[config.mk]
export PLATFORM = sky130hd
export DESIGN_NAME = irq_request_latch
export DESIGN_NICKNAME = d
export VERILOG_FILES = /design/src/rtl/irq_latch_pkg.sv /design/src/rtl/irq_ack_decode.sv /design/src/rtl/irq_trig_reg.sv /design/src/rtl/irq_line_cell.sv /design/src/rtl/irq_request_latch.sv
export SDC_FILE = /design/constraint.sdc
export NUM_CORES = 1
export LEC_CHECK = 0
export BUFFER_PORTS_ARGS = -buffer_cell sky130_fd_sc_hd__buf_2
export CORE_AREA = 2 2 55 57
export DETAILED_ROUTE_END_ITERATION = 10
export DIE_AREA = 0 0 57 59
export HOLD_SLACK_MARGIN = 0.02
export PLACE_DENSITY = 0.75
export SYNTH_ARGS = -nofsm -noshare
export SYNTH_HDL_FRONTEND = slang
export SYNTH_SLANG_ARGS = --single-unit
[constraint.sdc]
create_clock -name clk -period 1.5 [get_ports clk]
set_clock_uncertainty 0.2 [all_clocks]
set_input_delay 0.075 -clock clk [delete_from_list [all_inputs] [get_ports clk]]
set_output_delay 0.075 -clock clk [all_outputs]
set_load 0.01 [all_outputs]
[src/rtl/irq_latch_pkg.sv]
package irq_latch_pkg;

    // Registered state of one request line.
    typedef struct packed {
        logic pend;   // request pending
        logic last;   // input sample from the previous clock
    } line_state_t;

endpackage

[src/rtl/irq_ack_decode.sv]
module irq_ack_decode #(
    parameter int NLINES = 8,
    localparam int SELW = $clog2(NLINES)
) (
    input  logic              ack_valid,
    input  logic [SELW-1:0]   ack_line,
    output logic [NLINES-1:0] ack_hit
);

    always_comb begin
        ack_hit = '0;
        for (int i = 0; i < NLINES; i++) begin
            if (ack_valid && (ack_line == SELW'(i))) begin
                ack_hit[i] = 1'b1;
            end
        end
    end

endmodule

[src/rtl/irq_trig_reg.sv]
module irq_trig_reg #(
    parameter int                NLINES     = 8,
    parameter logic [NLINES-1:0] WRITE_MASK = 8'hF8
) (
    input  logic              clk,
    input  logic              rst,
    input  logic              we,
    input  logic [NLINES-1:0] wdata,
    output logic [NLINES-1:0] mode
);

    logic [NLINES-1:0] mode_d, mode_q;

    always_comb begin
        mode_d = mode_q;
        if (we) begin
            mode_d = wdata & WRITE_MASK;
        end
    end

    always_ff @(posedge clk) begin
        if (rst) begin
            mode_q <= '0;
        end else begin
            mode_q <= mode_d;
        end
    end

    assign mode = mode_q;

    // a write lands masked one clock later
    a_r7_masked_write: assert property (@(posedge clk) disable iff (rst)
        we |=> (mode == ($past(wdata) & WRITE_MASK)));

    // no write, no change
    a_r7_hold: assert property (@(posedge clk) disable iff (rst)
        !we |=> $stable(mode));

endmodule

[src/rtl/irq_line_cell.sv]
module irq_line_cell
    import irq_latch_pkg::*;
(
    input  logic clk,
    input  logic rst,
    input  logic raw,
    input  logic level_mode,
    input  logic ack_hit,
    input  logic force_set,
    input  logic force_clr,
    output logic pend
);

    line_state_t st_d, st_q;
    logic        rise;

    assign rise = raw && !st_q.last;

    always_comb begin
        st_d = st_q;
        if (level_mode) begin
            st_d.pend = raw;
        end else begin
            if (ack_hit) begin
                st_d.pend = 1'b0;
            end
            if (rise) begin
                st_d.pend = 1'b1;   // new edge beats acknowledge
            end
        end
        if (force_set) begin
            st_d.pend = 1'b1;
        end
        if (force_clr) begin
            st_d.pend = 1'b0;
        end
        st_d.last = raw;            // tracked in both modes
    end

    always_ff @(posedge clk) begin
        if (rst) begin
            st_q <= '0;
        end else begin
            st_q <= st_d;
        end
    end

    assign pend = st_q.pend;

    // level line mirrors the input, acknowledge ignored
    a_r1_level_follow: assert property (@(posedge clk) disable iff (rst)
        (level_mode && !force_set && !force_clr) |=> (pend == $past(raw)));

    // a rising edge on an edge line always sets the bit
    a_r2_edge_sets: assert property (@(posedge clk) disable iff (rst)
        (!level_mode && raw && !st_q.last && !force_clr) |=> pend);

    // without an event an edge line holds its bit
    a_r3_edge_hold: assert property (@(posedge clk) disable iff (rst)
        (!level_mode && !ack_hit && !rise && !force_set && !force_clr)
        |=> $stable(pend));

    // acknowledge removes an edge request
    a_r5_edge_ack: assert property (@(posedge clk) disable iff (rst)
        (!level_mode && ack_hit && !rise && !force_set) |=> !pend);

    // bulk clear wins
    a_r8_clear_wins: assert property (@(posedge clk) disable iff (rst)
        force_clr |=> !pend);

endmodule

[src/rtl/irq_request_latch.sv]
module irq_request_latch #(
    parameter int                NLINES     = 8,
    parameter logic [NLINES-1:0] WRITE_MASK = 8'hF8,
    localparam int               SELW       = $clog2(NLINES)
) (
    input  logic              clk,
    input  logic              rst,
    input  logic [NLINES-1:0] req_in,
    input  logic              ack_valid,
    input  logic [SELW-1:0]   ack_line,
    input  logic [NLINES-1:0] bulk_set,
    input  logic [NLINES-1:0] bulk_clr,
    input  logic              mode_we,
    input  logic [NLINES-1:0] mode_wdata,
    output logic [NLINES-1:0] pending,
    output logic [NLINES-1:0] trig_mode
);

    logic [NLINES-1:0] ack_hit;

    irq_ack_decode #(.NLINES(NLINES)) u_dec (
        .ack_valid (ack_valid),
        .ack_line  (ack_line),
        .ack_hit   (ack_hit)
    );

    irq_trig_reg #(.NLINES(NLINES), .WRITE_MASK(WRITE_MASK)) u_mode (
        .clk   (clk),
        .rst   (rst),
        .we    (mode_we),
        .wdata (mode_wdata),
        .mode  (trig_mode)
    );

    for (genvar i = 0; i < NLINES; i++) begin : g_line
        irq_line_cell u_cell (
            .clk        (clk),
            .rst        (rst),
            .raw        (req_in[i]),
            .level_mode (trig_mode[i]),
            .ack_hit    (ack_hit[i]),
            .force_set  (bulk_set[i]),
            .force_clr  (bulk_clr[i]),
            .pend       (pending[i])
        );
    end

    // reset empties pending bits and trigger modes
    a_r9_reset_state: assert property (@(posedge clk)
        rst |=> ((pending == '0) && (trig_mode == '0)));

endmodule

==> flow_summary_export.csv, run 1 <==
group,metric,value,unit
clock_network,cts_buffers,3,
placed_design,place_area,1087,µm²
placed_design,place_congestion,0.7128,
yosys,synth_top_area_share,0.4504,
run_status,status,"finished clean",
clock_network,cts-root-buf,"clkbuf_4",
power,ir_drop,439.9,µV
die,pin_count,55,
routing,wl_per_cell,13.92,µm
clock_network,clock-sinks,21,
die,die_x,57,µm
power,p_per_area,728.9,nW/µm²
routing,dr.pass1.iters,4,
yosys,synth.area.top_cells,"dfxtp_1 (45%), buf_4 (13%), nor2b_1 (8.0%)",
clock_network,clk_pin_slew_worst_paths,0.12,ns
yosys,ys_seq_elements,21,
die,core_area,2710,µm²
routing,drcViolationCount,0,
setup_path,arrival,1.46,ns
routing,vias,984,
routing,drt-total-wl,2937,µm
die,die-area,3363,µm²
yosys,synth_most_common_cell,"dfxtp_1",
routing,vias_per_cell,4.664,
setup_path,worst_ep_required_time,1.50,ns
yosys,ys_warn_count,0,
yosys,ys_types,20,
yosys,syn_avg_cell_area,9.334,µm²
global_route,grt_max_degree,13,
die,start_util,0.3444,
global_route,grt_pass1_wl,4491,µm
timing,rsz0062_at_grt,"false",
setup_path,rr_worst_depth,3,
layout,layout-drive-gt1-share,0.2944,
die,rows,19,
routing,final_antenna_net_count,0,
layout,final_core_utilization,0.5789,
timing,hold_viol_final,0,
clock_network,cts-htree-levels,1,
placed_design,placed_cells_incl_taps,162,
setup_path,path_class,"input pin to register",
global_route,track_usage,0.1735,
flow_run,maxCapViolations,0,
die,die_h,59,µm
timing,period_share,0.9708,
setup_path,startpoint_type,"input pin",
global_route,grt_overflow,0,
global_route,antenna_found_initial,0,
routing,first_iter_violations,21,
yosys,ys_top_cells_by_count,"dfxtp_1 (21), buf_4 (16), nor2b_1 (12)",
layout,area_growth,68.10,%
layout,final_cells,211,
global_route,grt_pass1_vias,1024,
yosys,synthFlopType,"dfxtp_1",
timing,fmax,686.7,MHz
timing,fin_hold_ws,0.02662,ns
yosys,synth_area,933.4,µm²
min_path,hold_path_depth,4,
yosys,ys_seq_area_frac,0.4504,
yosys,synth_enable_flop_cells,0,
layout,final_area,1569,µm²
timing,setup_violations,0,
yosys,synth_top_area_cell,"dfxtp_1",
clock_network,clockBufferDepth,2,
timing,finalMaxSlewViolations,0,
power,p_leak,0.7303,nW
timing,min_period,1.456,ns
clock_network,post-cts-setup-buffers,0,
setup_path,worstPathMaxFanout,2,
setup_path,end_kind,"register",
yosys,syn_inst,100,
min_path,min_path_type,"input pin to register",
clock_network,cts_tree,"yes",
clock_network,clk-insertion-delay-late,0.30,ns
placed_design,port-buffer-count,48,
timing,tns,0,ns
layout,antenna_cells,0,
layout,nets,220,
yosys,async_flop_share,0,
state kept, by name, summed over array words and instances (netlist names):
name	cells
g_line.u_cell.pend	8
g_line.u_cell.st_q	8
u_mode.mode	5
per-stage QoR:
stage | worst slack (ns) | power (mW)
CTS | 0.02317 | 1.139
global placement | 0.3801 | 0.7719
detailed placement | 0.3424 | 0.7801
finish | 0.04383 | 1.144
floorplan | 0.4106 | 0.7255
global route | 0.003814 | 1.198
worst max-delay path, stage by stage:
cell	delay [ns]
dlygate4sd3_1	0.53
buf_2	0.13
a21oi_2	0.11
a211oi_1	0.07
dlygate4sd3_1	0.55
cell families after synthesis:
family,Yosys count,share of synthesized area
simple gates,33,0.2078
flops,21,0.4504
compound gates,16,0.1220
buf+inv,24,0.1622
mux,5,0.05362
other cells,1,0.004018
report_power, final:
group | leakage [nW] | total [mW] | internal (mW) | switching (mW)
combinational | 0.541 | 0.264 | 0.161 | 0.103
sequential | 0.175 | 0.606 | 0.590 | 0.0157
clock | 0.0150 | 0.274 | 0.103 | 0.170
worst paths after layout:
kind / startpoint / to / slack [ns]
worst max-delay path: req_in[0] / g_line[0].u_cell.pend / 0.04
worst min-delay path: ack_line[0] / g_line[5].u_cell.pend / 0.03
worst max register to register: g_line[0].u_cell.pend / g_line[0].u_cell.pend / 0.06
worst min register to register: g_line[2].u_cell.pend / g_line[2].u_cell.pend / 0.30
per-layer routing:
layer  vias up  GRT usage  part of all wire
li1        483          -                 -
met1       464     0.1658              0.39
met3         2    0.02402             0.046
met5         -          0                 0
met2        35     0.3826              0.57
met4         0    0.03322            0.0020
timing repair:
item	4_1_cts	5_1_grt
resized for setup	0	2
hold buffers	44	4
endpoints found under the hold margin	21	3
setup endpoints to repair	0	4
cells in the final DEF, fill, tap and decap left out:
master         instances
clkbuf_4               3
a211oi_1               4
nor2b_1               12
o21ai_0                1
a21oi_1                3
a21oi_2                1
a221oi_1               4
conb_1                 3
inv_1                  5
dfxtp_1               20
o31ai_1                2
nand4_1                1
nor2_1                 5
mux2i_1                5
dfxtp_2                1
clkbuf_1               1
nor3_1                 4
dlygate4sd3_1         45
o311ai_1               1
buf_2                 48
nand2b_1               7
nand2_1                1
nand4b_1               3
layout make-up:
| type | count | area (µm²) |
|---|---|---|
| clock buffer | 4 | 26.28 |
| sequential | 21 | 421.7 |
| timing repair buffer | 93 | 690.7 |
| fill | 249 | 1141 |
| multi-input combinational | 57 | 372.9 |
| tap | 31 | 38.79 |
| inverter | 5 | 18.77 |
(Power assumes the default switching activity.)
==> inputs of run 2 (changes only) <==
ABC_AREA = 1   (was unset)
CORE_AREA = 2 2 57 59   (was 2 2 55 57)
DIE_AREA = 0 0 59 61   (was 0 0 57 59)
PLACE_DENSITY = 0.73   (was 0.75)
SLEW_MARGIN = 40   (was unset)
==> flow_summary_export.csv, run 2 <==
group,metric,value,unit
power,ir_drop,359.9,µV
timing,fmax,672.1,MHz
layout,regArea,420.4,µm²
layout,fill_cells,300,
clock_network,cts-htree-levels,1,
clock_network,cts-root-buf,"clkbuf_4",
global_route,grt_overflow,0,
yosys,ys_top_cells_by_count,"nor2_1 (26), inv_1 (24), nand2_1 (24)",
routing,first_iter_violations,18,
yosys,synth.area.top_cells,"dfxtp_1 (42%), buf_4 (12%), nor2_1 (9.8%)",
min_path,hold_path_depth,3,
yosys,synth_top_area_cell,"dfxtp_1",
yosys,synth_enable_flop_cells,0,
timing,rsz0062_at_grt,"false",
routing,final_antenna_net_count,0,
setup_path,cp_top_family,"buffers and inverters",
power,power_frac_comb,0.240,
clock_network,clk-insertion-delay-late,0.30,ns
die,die_h,61,µm
clock_network,cts_tree,"yes",
setup_path,rr_worst_depth,3,
yosys,synth_top_area_share,0.4221,
yosys,async_flop_share,0,
routing,drt-total-wl,2774,µm
setup_path,cp-startpoint,"mode_wdata[6]",
power,switching_share,0.2605,
setup_path,worst_path_most_repeated_cell,"dlygate4sd3_1",
setup_path,worst_ep_required_time,1.50,ns
layout,nets,266,
yosys,syn_inst,143,
yosys,synth_most_common_cell,"nor2_1",
die,die-area,3599,µm²
yosys,ys_warn_count,0,
power,p_per_area,704.5,nW/µm²
power,power_switching,302.5,µW
global_route,grt_max_degree,18,
power,p_leak,0.8630,nW
global_route,track_usage,0.1721,
timing,setup_violations,0,
placed_design,port-buffer-count,48,
die,start_util,0.3373,
timing,period_share,0.9918,
power,p_int,858.4,µW
yosys,ys_seq_elements,21,
setup_path,crit_path_top_delay_cell,"dlygate4sd3_1",
setup_path,crit_chain,"dlygate4sd3_1 -> buf_2 -> o21ai_2 -> a21oi_1 -> dlygate4sd3_1",
timing,finalMaxSlewViolations,0,
yosys,ys_types,13,
setup_path,arrival,1.49,ns
clock_network,post-cts-setup-buffers,0,
routing,vias_per_cell,4.170,
setup_path,startpoint_type,"input pin",
global_route,grt_pass1_vias,1085,
global_route,antenna_found_initial,0,
setup_path,critPathBufInv,3,
routing,dr.pass1.iters,3,
min_path,hold_end,"g_line[6].u_cell.pend",
setup_path,r2r_setup_slack,0.13,ns
global_route,grt_pass1_wl,4505,µm
die,die_x,59,µm
timing,tns,0,ns
flow_run,maxCapViolations,0,
min_path,min_path_type,"input pin to register",
layout,final_common_cell,"buf_2",
yosys,synth_area,996.0,µm²
routing,drcViolationCount,0,
timing,min_period,1.488,ns
layout,area_growth,65.45,%
setup_path,path_class,"input pin to register",
power,clockPowerShare,0.238,
setup_path,reg2reg_to,"u_mode.mode[4]",
routing,vias,1080,
placed_design,detailed_place_hpwl,1520,µm
routing,wl_per_cell,10.71,µm
timing,fin_hold_ws,0.05519,ns
setup_path,reg2reg_from,"u_mode.mode[4]",
die,core_area,2953,µm²
timing,hold_viol_final,0,
placed_design,place_congestion,0.7827,
layout,layout_common_cells,"buf_2 (48), dlygate4sd3_1 (46), nor2_1 (26)",
layout,multiInputGateArea,365.4,µm²
setup_path,end_kind,"register",
layout,antenna_cells,0,
yosys,ys_seq_area_frac,0.4221,
yosys,synthFlopType,"dfxtp_1",
clock_network,clock-sinks,21,
power,power.total,1.161,mW
clock_network,cts_buffers,3,
yosys,syn_avg_cell_area,6.965,µm²
run_status,status,"finished clean",
setup_path,worstPathMaxFanout,1,
clock_network,clockBufferDepth,2,
setup_path,cpPeakStageDelay,0.55,ns
layout,layout-drive-gt1-share,0.2699,
die,pin_count,55,
power,seqPwrFrac,0.521,
min_path,min-delay-start,"rst",
die,rows,20,
clock_network,clk_pin_slew_worst_paths,0.12,ns
run 2: area by class of cell:
class / instances / area share
repair buffers: 94 / 0.4252
flip-flops and latches: 21 / 0.2551
multi-input cells: 82 / 0.2217
inverters: 25 / 0.05695
well taps: 33 / 0.02506
clock buffers: 4 / 0.01595
run 2: cells by family (layout without fill, tap and decap cells):
| logic type | count (synthesis) | count (layout) | synth area share |
|---|---|---|---|
| AO/OA/AOI/OAI | 21 | 21 | 0.1093 |
| buffers and inverters | 42 | 123 | 0.2261 |
| other | 1 | 3 | 0.003765 |
| AND/OR/NAND/NOR | 58 | 58 | 0.2387 |
| flip-flops | 21 | 21 | 0.4221 |
run 2: how the worst max path moves through the flow:
stage	to	slack (ns)	cells past startpoint
after floorplan	g_line[7].u_cell.pend	0.58	6
after global placement	u_mode.mode[6]	0.49	4
after detailed placement	u_mode.mode[4]	0.50	4
after CTS	u_mode.mode[4]	0.03	5
after global routing	u_mode.mode[7]	0.0006	5
final	u_mode.mode[6]	0.01	5
run 2: worst register-to-register path: cells and delay by family, from the launching register on:
family / cells / cell delay [ns]
buffers and inverters: 2 / 0.61
DFF: 1 / 0.37
AOI/OAI and AO/OA: 1 / 0.14
run 2: per-stage QoR:
| step | instances | setup slack (ns) | util | instance area [µm²] |
|---|---|---|---|---|
| 2_1_floorplan | 145 | 0.5807 | - | 1003 |
| 3_3_place_gp | 209 | 0.4943 | 0.3907 | 1154 |
| 3_5_place_dp | 209 | 0.4987 | 0.3907 | 1154 |
| 4_1_cts | 259 | 0.03360 | 0.5555 | 1640 |
| 5_1_grt | 259 | 0.0006393 | 0.5581 | 1648 |
| 6_report | 259 | 0.01223 | 0.5581 | 1648 |
run 2: what timing repair did:
action,4_1_cts,5_1_grt
endpoints found under the setup margin,0,3
hold buffers,46,0
endpoints found under the hold margin,21,0
resized for setup,0,5
run 2: power groups by stage:
stage	Sequential [mW]	Combinational [mW]	Clock (mW)
2_1_floorplan	0.615	0.129	0
3_3_place_gp	0.618	0.172	0
3_5_place_dp	0.618	0.175	0
4_1_cts	0.605	0.268	0.291
5_1_grt	0.611	0.310	0.326
6_report	0.605	0.279	0.277
run 2: routing by layer:
layer | GRT usage | part of all wire
met5 | 0 | 0
met1 | 0.1801 | 0.39
met3 | 0.01706 | 0.040
met2 | 0.3333 | 0.55
met4 | 0.09740 | 0.022
